==> src/rtl/pix_pkg.sv <==
package pix_pkg;

    // Which side feeds the decoder on a given cycle
    typedef enum logic {
        SRC_CACHE = 1'b0,
        SRC_MEM   = 1'b1
    } src_e;

    // Maps a size code (width-1) to log2 of the pixel width.
    // Codes that match no supported width fall back to exponent 0 (1-bit pixels).
    function automatic int code_to_exp(input int code, input int top_exp);
        int r;
        r = 0;
        for (int e = 0; e <= top_exp; e++) begin
            if (code == (1 << e) - 1) r = e;
        end
        return r;
    endfunction

endpackage

==> src/rtl/pix_src_sel.sv <==
module pix_src_sel
    import pix_pkg::*;
#(
    parameter int WORD_W = 16,
    parameter int CODE_W = 4,
    parameter int IDX_W  = 4,
    parameter int OPT_W  = 8
) (
    input  logic              mem_ready,
    input  logic [WORD_W-1:0] mem_word,
    input  logic [WORD_W-1:0] cache_word,
    input  logic [CODE_W-1:0] cmd_bpp,
    input  logic [IDX_W-1:0]  cmd_index,
    input  logic [OPT_W-1:0]  cmd_opt,
    input  logic [CODE_W-1:0] held_bpp,
    input  logic [IDX_W-1:0]  held_index,
    input  logic [OPT_W-1:0]  held_opt,
    output logic [WORD_W-1:0] sel_word,
    output logic [CODE_W-1:0] sel_bpp,
    output logic [IDX_W-1:0]  sel_index,
    output logic [OPT_W-1:0]  sel_opt
);

    src_e word_src;
    src_e parm_src;

    // The data word and the parameters use opposite strobe polarities.
    // A late read decodes with the parameters stored when it was issued.
    always_comb begin
        word_src = mem_ready ? SRC_MEM : SRC_CACHE;
        parm_src = mem_ready ? SRC_CACHE : SRC_MEM;

        sel_word = (word_src == SRC_MEM) ? mem_word : cache_word;

        if (parm_src == SRC_MEM) begin
            // Strobe low: the command on the inputs is current
            sel_bpp   = cmd_bpp;
            sel_index = cmd_index;
            sel_opt   = cmd_opt;
        end else begin
            sel_bpp   = held_bpp;
            sel_index = held_index;
            sel_opt   = held_opt;
        end
    end

endmodule

==> src/rtl/pix_lane_pick.sv <==
module pix_lane_pick
    import pix_pkg::*;
#(
    parameter int WORD_W = 16,
    parameter int CODE_W = 4,
    parameter int IDX_W  = 4
) (
    input  logic [WORD_W-1:0] word,
    input  logic [CODE_W-1:0] bpp,
    input  logic [IDX_W-1:0]  index,
    output logic [WORD_W-1:0] colour,
    output logic              colour_zero
);

    localparam int TOP_EXP = $clog2(WORD_W);
    localparam int NEXP    = TOP_EXP + 1;
    localparam int EXP_W   = $clog2(NEXP);

    logic [WORD_W-1:0] cand [NEXP];
    logic [EXP_W-1:0]  exp_sel;

    // One candidate per supported pixel width
    for (genvar g = 0; g < NEXP; g++) begin : g_width
        localparam int W     = 1 << g;
        localparam int LANES = WORD_W / W;
        if (LANES == 1) begin : g_full
            assign cand[g] = word;
        end else begin : g_part
            localparam int LB = TOP_EXP - g;
            logic [LB-1:0] lane;
            logic [W-1:0]  slice;
            // Only the low lane bits of the index matter
            assign lane = index[LB-1:0];
            // Lane 0 is the most significant pixel
            always_comb slice = word[(WORD_W-1) - int'(lane) * W -: W];
            assign cand[g] = {{(WORD_W-W){1'b0}}, slice};
        end
    end

    always_comb begin
        exp_sel     = EXP_W'(code_to_exp(int'(bpp), TOP_EXP));
        colour      = cand[exp_sel];
        colour_zero = (colour == '0);
    end

endmodule

==> src/rtl/pix_hold.sv <==
module pix_hold #(
    parameter int WORD_W = 16,
    parameter int OPT_W  = 8
) (
    input  logic              clk,
    input  logic              rst,
    input  logic              load,
    input  logic [WORD_W-1:0] colour,
    input  logic              colour_zero,
    input  logic [OPT_W-1:0]  opt,
    output logic [WORD_W-1:0] colour_q,
    output logic              colour_zero_q,
    output logic [OPT_W-1:0]  opt_q
);

    always_ff @(posedge clk) begin
        if (rst) begin
            colour_q      <= '0;
            colour_zero_q <= 1'b1;
            opt_q         <= '0;
        end else if (load) begin
            colour_q      <= colour;
            colour_zero_q <= colour_zero;
            opt_q         <= opt;
        end
    end

    // a load edge captures the values of the same cycle
    a_r8_capture: assert property (@(posedge clk) disable iff (rst)
        load |=> (colour_q == $past(colour)) && (opt_q == $past(opt)));

    // no load means the registers keep their values
    a_r9_hold: assert property (@(posedge clk) disable iff (rst)
        !load |=> $stable(colour_q) && $stable(colour_zero_q) && $stable(opt_q));

    // the stored flag always matches the stored colour
    a_r7_flag_pair: assert property (@(posedge clk) disable iff (rst)
        colour_zero_q == (colour_q == '0));

endmodule

==> src/rtl/pix_unpack.sv <==
module pix_unpack #(
    parameter int WORD_W = 16,
    parameter int CODE_W = 4,
    parameter int OPT_W  = 8
) (
    input  logic                       clk,
    input  logic                       rst,
    input  logic                       mem_ready,
    input  logic [WORD_W-1:0]          mem_word,
    input  logic [WORD_W-1:0]          cache_word,
    input  logic [CODE_W-1:0]          cmd_bpp,
    input  logic [$clog2(WORD_W)-1:0]  cmd_index,
    input  logic [OPT_W-1:0]           cmd_opt,
    input  logic [CODE_W-1:0]          held_bpp,
    input  logic [$clog2(WORD_W)-1:0]  held_index,
    input  logic [OPT_W-1:0]           held_opt,
    input  logic                       copy_hit,
    output logic [WORD_W-1:0]          colour,
    output logic                       colour_zero,
    output logic [WORD_W-1:0]          colour_q,
    output logic                       colour_zero_q,
    output logic [OPT_W-1:0]           opt_q
);

    localparam int IDX_W = $clog2(WORD_W);
    localparam logic [CODE_W-1:0] CODE_HALF = CODE_W'(WORD_W/2 - 1);
    localparam logic [CODE_W-1:0] CODE_FULL = CODE_W'(WORD_W - 1);

    logic [WORD_W-1:0] sel_word;
    logic [CODE_W-1:0] sel_bpp;
    logic [IDX_W-1:0]  sel_index;
    logic [OPT_W-1:0]  sel_opt;
    logic              load;

    pix_src_sel #(.WORD_W(WORD_W), .CODE_W(CODE_W), .IDX_W(IDX_W), .OPT_W(OPT_W)) u_sel (
        .mem_ready (mem_ready),
        .mem_word  (mem_word),
        .cache_word(cache_word),
        .cmd_bpp   (cmd_bpp),
        .cmd_index (cmd_index),
        .cmd_opt   (cmd_opt),
        .held_bpp  (held_bpp),
        .held_index(held_index),
        .held_opt  (held_opt),
        .sel_word  (sel_word),
        .sel_bpp   (sel_bpp),
        .sel_index (sel_index),
        .sel_opt   (sel_opt)
    );

    pix_lane_pick #(.WORD_W(WORD_W), .CODE_W(CODE_W), .IDX_W(IDX_W)) u_pick (
        .word       (sel_word),
        .bpp        (sel_bpp),
        .index      (sel_index),
        .colour     (colour),
        .colour_zero(colour_zero)
    );

    assign load = mem_ready | copy_hit;

    pix_hold #(.WORD_W(WORD_W), .OPT_W(OPT_W)) u_hold (
        .clk          (clk),
        .rst          (rst),
        .load         (load),
        .colour       (colour),
        .colour_zero  (colour_zero),
        .opt          (sel_opt),
        .colour_q     (colour_q),
        .colour_zero_q(colour_zero_q),
        .opt_q        (opt_q)
    );

    // a late read in full-width mode returns the memory word unchanged
    a_r2_late_full: assert property (@(posedge clk) disable iff (rst)
        (mem_ready && held_bpp == CODE_FULL) |-> colour == mem_word);

    // in half-width mode the upper half of the colour is zero
    a_r6_upper_zero: assert property (@(posedge clk) disable iff (rst)
        (!mem_ready && cmd_bpp == CODE_HALF) |-> colour[WORD_W-1:WORD_W/2] == '0);

endmodule

==> config.mk <==
export PLATFORM = sky130hd
export DESIGN_NAME = pix_unpack
export DESIGN_NICKNAME = d
export VERILOG_FILES = /design/src/rtl/pix_pkg.sv /design/src/rtl/pix_src_sel.sv /design/src/rtl/pix_lane_pick.sv /design/src/rtl/pix_hold.sv /design/src/rtl/pix_unpack.sv
export SDC_FILE = /design/constraint.sdc
export NUM_CORES = 1
export LEC_CHECK = 0
export BUFFER_PORTS_ARGS = -buffer_cell sky130_fd_sc_hd__buf_2
export CORE_ASPECT_RATIO = 0.9
export CORE_MARGIN = 4
export CORE_UTILIZATION = 25
export CTS_BUF_LIST = sky130_fd_sc_hd__clkbuf_4
export DETAILED_ROUTE_END_ITERATION = 12
export PLACE_DENSITY = 0.5
export SLEW_MARGIN = 20
export SYNTH_ARGS = -nofsm -noshare
export SYNTH_HDL_FRONTEND = slang
export SYNTH_SLANG_ARGS = --single-unit
==> constraint.sdc <==
create_clock -name clk -period 1.9 [get_ports clk]
set_input_delay 0.19 -clock clk [delete_from_list [all_inputs] [get_ports clk]]
set_output_delay 0.19 -clock clk [all_outputs]
set_load 0.05 [all_outputs]
==> impl_metrics.toml <==
[timing]
max-slew-margin-rel = 0.678
achievable-frequency_mhz = 454
final_hold_violations = 0
finClkSkew_ns = 0
setup_violations = 5
final_max_slew_viol_count = 0
max_slew.worst_pin.slew_ns = 0.483
final.min_clock_period_ns = 2.20
rsz0062_at_grt = "true"
slack_of_the_critical_path_ns = -0.304
final_period_utilization = 1.16

[route]
detail_route.iter0.violations = 141
route.final.wire_length_um = 10200
ant_nets = 0
ratio_of_routed_vias_to_standard_cells = 5.13
drtPass1Iterations = 4
detailroute.via_count = 3152
routed_wire_length_per_instance_um = 16.6
drcViolationCount = 0

[layout]
seq_area_sq_um = 500
multi_input_area_sq_um = 2000
final_nets = 561
fin_cells = 614
fraction_of_final_layout_cells_with_drive_strength_greater_than_1 = 0.522
areaGrowthSynthToFinish_pct = 75.9
num_antenna_cells = 0
fill_cells = 953

[power]
power_density_nw_per_um2 = 470
p_sw_frac = 0.421
total_switching_power_mw = 0.807
static-leakage-power_nw = 1.84
power.share.combinational = 0.566
seq_power_share = 0.293
max-vdd-ir-drop_uv = 277
total_internal_power_mw = 1.11
power_frac_clock = 0.140

[grt]
grt_pass1_wl_um = 15600
grt_pass1_vias = 2992
global_route.overflow_total = 0
antenna_found_initial = 0
grt_start_max_net_pins = 26
track_usage = 0.179

[clock_network]
clock_insertion_delay_worst_skew_ns = 0.34
cts.root.buffer_cell = "sky130_fd_sc_hd__clkbuf_4"
tritoncts = "yes"
clock_sink_count = 25
cts-htree-levels = 1
cts_made_buffers = 3
cts.path.max_buffers = 2
clkSlewWorstSetupHoldPaths_ns = 0.17

[min_path]
min_from = "held_opt[4]"
hold_class = "input port to register"

[outcome]
run_status = "finished with violations"
failing_checks = "setup timing"

[yosys]
yosys_register_bits = 25
postSynthNetCount = 388
synth_seq_area_share = 0.216
synth_cell_type_count = 60
mean_syn_cell_area_sq_um = 7.25
synth_edf_count = 0
synth-async-reset-ratio = 0
ys_warn_count = 0
ys.flop_type = "sky130_fd_sc_hd__dfxtp_1"
post_synth_inst_count = 320
synth_area_sq_um = 2320

[setup_path]
timing.critical_path.max_delay_family = "compound AO/OA/AOI/OAI gates"
r2r_start = "u_hold.opt_q[1]"
crit_path_max_incr_delay_ns = 0.37
critical_path_required_ns = 1.71
timing_worst_setup_path_type = "input port to output port"
crit_path_start = "mem_ready"
timing.critical_path.from_type = "input port"
slowest_stage = "sky130_fd_sc_hd__nor4_1"
crit_end_element = "output port"
critPathBufInv = 3
worstPathArrival_ns = 2.01
crit_chain = "buf_12 > mux2i_4 > buf_4 > nor4_1 > a311oi_1 > o31a_1 > a21oi_4 > nor2_4 > buf_8"
critical_path_peak_fanout = 7

[die]
fp.coreArea_sq_um = 9080
io-pin-count = 110
floorplan.rows = 33
fp.dieH_um = 99.4
start_util = 0.255
die-area_sq_um = 10900
chipWidth_um = 110

[place]
cells_after_dpl = 603
finalWeightedCongestion = 0.871
estimated_wirelength_of_the_detail_placed_design_um = 8180
io_buffers = 109
pre_cts_ws_ns = -0.617

[run]
cap_violations = 0
==> path summary, 6_finish.rpt <==
check / endpoint / slack, ns / cells past startpoint
worst max-delay path: colour_zero / -0.30 / 9
worst min-delay path: u_hold.opt_q[4] / 0.06 / 3
worst max register to register: u_hold.opt_q[1] / 1.09 / 4
worst min register to register: u_hold.colour_q[7] / 0.46 / 2
==> worst min-delay path: stages <==
cell and delay, ns:
sky130_fd_sc_hd__buf_2 0.08, sky130_fd_sc_hd__a21oi_1 0.05, sky130_fd_sc_hd__nor2_1 0.07
==> cell families (layout without fill, tap and decap cells) <==
kind of cell / after synthesis / count (layout) / synth area share
and+or+nand+nor: 141 / 141 / 0.295
AOI/OAI and AO/OA: 90 / 90 / 0.264
buffers and inverters: 33 / 205 / 0.0853
muxes: 29 / 29 / 0.132
DFF: 25 / 25 / 0.216
xor gates and xnor gates: 2 / 2 / 0.00756
==> layout by cell type, fill, tap and decap left out, types with 8 or more instances in the layout <==
cell type,count
sky130_fd_sc_hd__a21oi_1,30
sky130_fd_sc_hd__buf_2,96
sky130_fd_sc_hd__buf_4,71
sky130_fd_sc_hd__buf_6,11
sky130_fd_sc_hd__dfxtp_1,25
sky130_fd_sc_hd__inv_1,8
sky130_fd_sc_hd__mux2i_1,19
sky130_fd_sc_hd__nand2_1,30
sky130_fd_sc_hd__nor2_1,40
sky130_fd_sc_hd__nor3_1,10
==> final cells by class <==
cell class,instances,share of cell area
multi-input combinational,262,0.490
sequential,25,0.123
clock buffer,3,0.00552
inverter,9,0.00828
timing repair buffer,192,0.334
clock inverter,1,0.00215
tap,122,0.0374
==> cell usage after synthesis, drive strengths merged, types with 3 or more instances <==
cell type	number	area [sq um]
o32ai	4	35.0
dfxtp	25	500
mux2	4	48.8
nand2b	7	43.8
and3	4	25.0
nand2	34	128
o32a	4	40.0
nand3	5	25.0
a21oi	33	169
a31oi	3	18.8
buf	14	126
clkbuf	10	37.5
a211oi	3	22.5
a221oi	3	26.3
a311oi	4	35.0
a32oi	5	43.8
mux2i	25	258
o21ai	10	50.0
nor4	6	37.5
nor3b	6	45.0
nand4	3	18.8
nor3	12	60.1
nor2	49	186
o22ai	5	31.3
nor2b	3	18.8
inv	9	33.8
==> registers in the layout, indices dropped and copies added, names as in the netlist <==
signal / cells
u_hold.colour_zero_q: 1
u_hold.opt_q: 8
u_hold.colour_q: 16
==> power by group through the flow <==
stage	clock (mW)	sequential, mW	combinational (mW)
2_1_floorplan	0	0.661	0.489
3_3_place_gp	0	0.572	0.946
3_5_place_dp	0	0.573	0.946
4_1_cts	0.285	0.562	1.06
5_1_grt	0.307	0.566	1.15
6_report	0.269	0.562	1.09
==> repair_timing <==
action / CTS / global route
resized for setup: 53 / 21
cloned: 2 / 0
pin swaps: 22 / 5
hold buffers: 0 / 0
setup endpoints to repair: 10 / 11
setup buffers: 4 / 1
==> layer usage <==
layer | wire length, um | up-vias | GRT usage
met2 | 4830 | 125 | 0.306
met3 | 788 | 12 | 0.0305
met5 | 0 | - | 0
met1 | 4430 | 1474 | 0.242
li1 | - | 1541 | -
met4 | 121 | 0 | 0.0230
==> metrics by stage <==
step	util	total power, mW	TNS (ns)	cell area [sq um]	hold slack (ns)
2_1_floorplan	-	1.15	-0.641	2520	0.333
3_3_place_gp	0.402	1.52	-4.17	3650	0.419
3_5_place_dp	0.402	1.52	-4.49	3650	0.430
4_1_cts	0.439	1.90	-1.07	3990	0.0506
5_1_grt	0.449	2.03	-1.48	4080	0.0477
6_report	0.449	1.92	-1.14	4080	0.0618
Power figures use the tool's default switching activity.
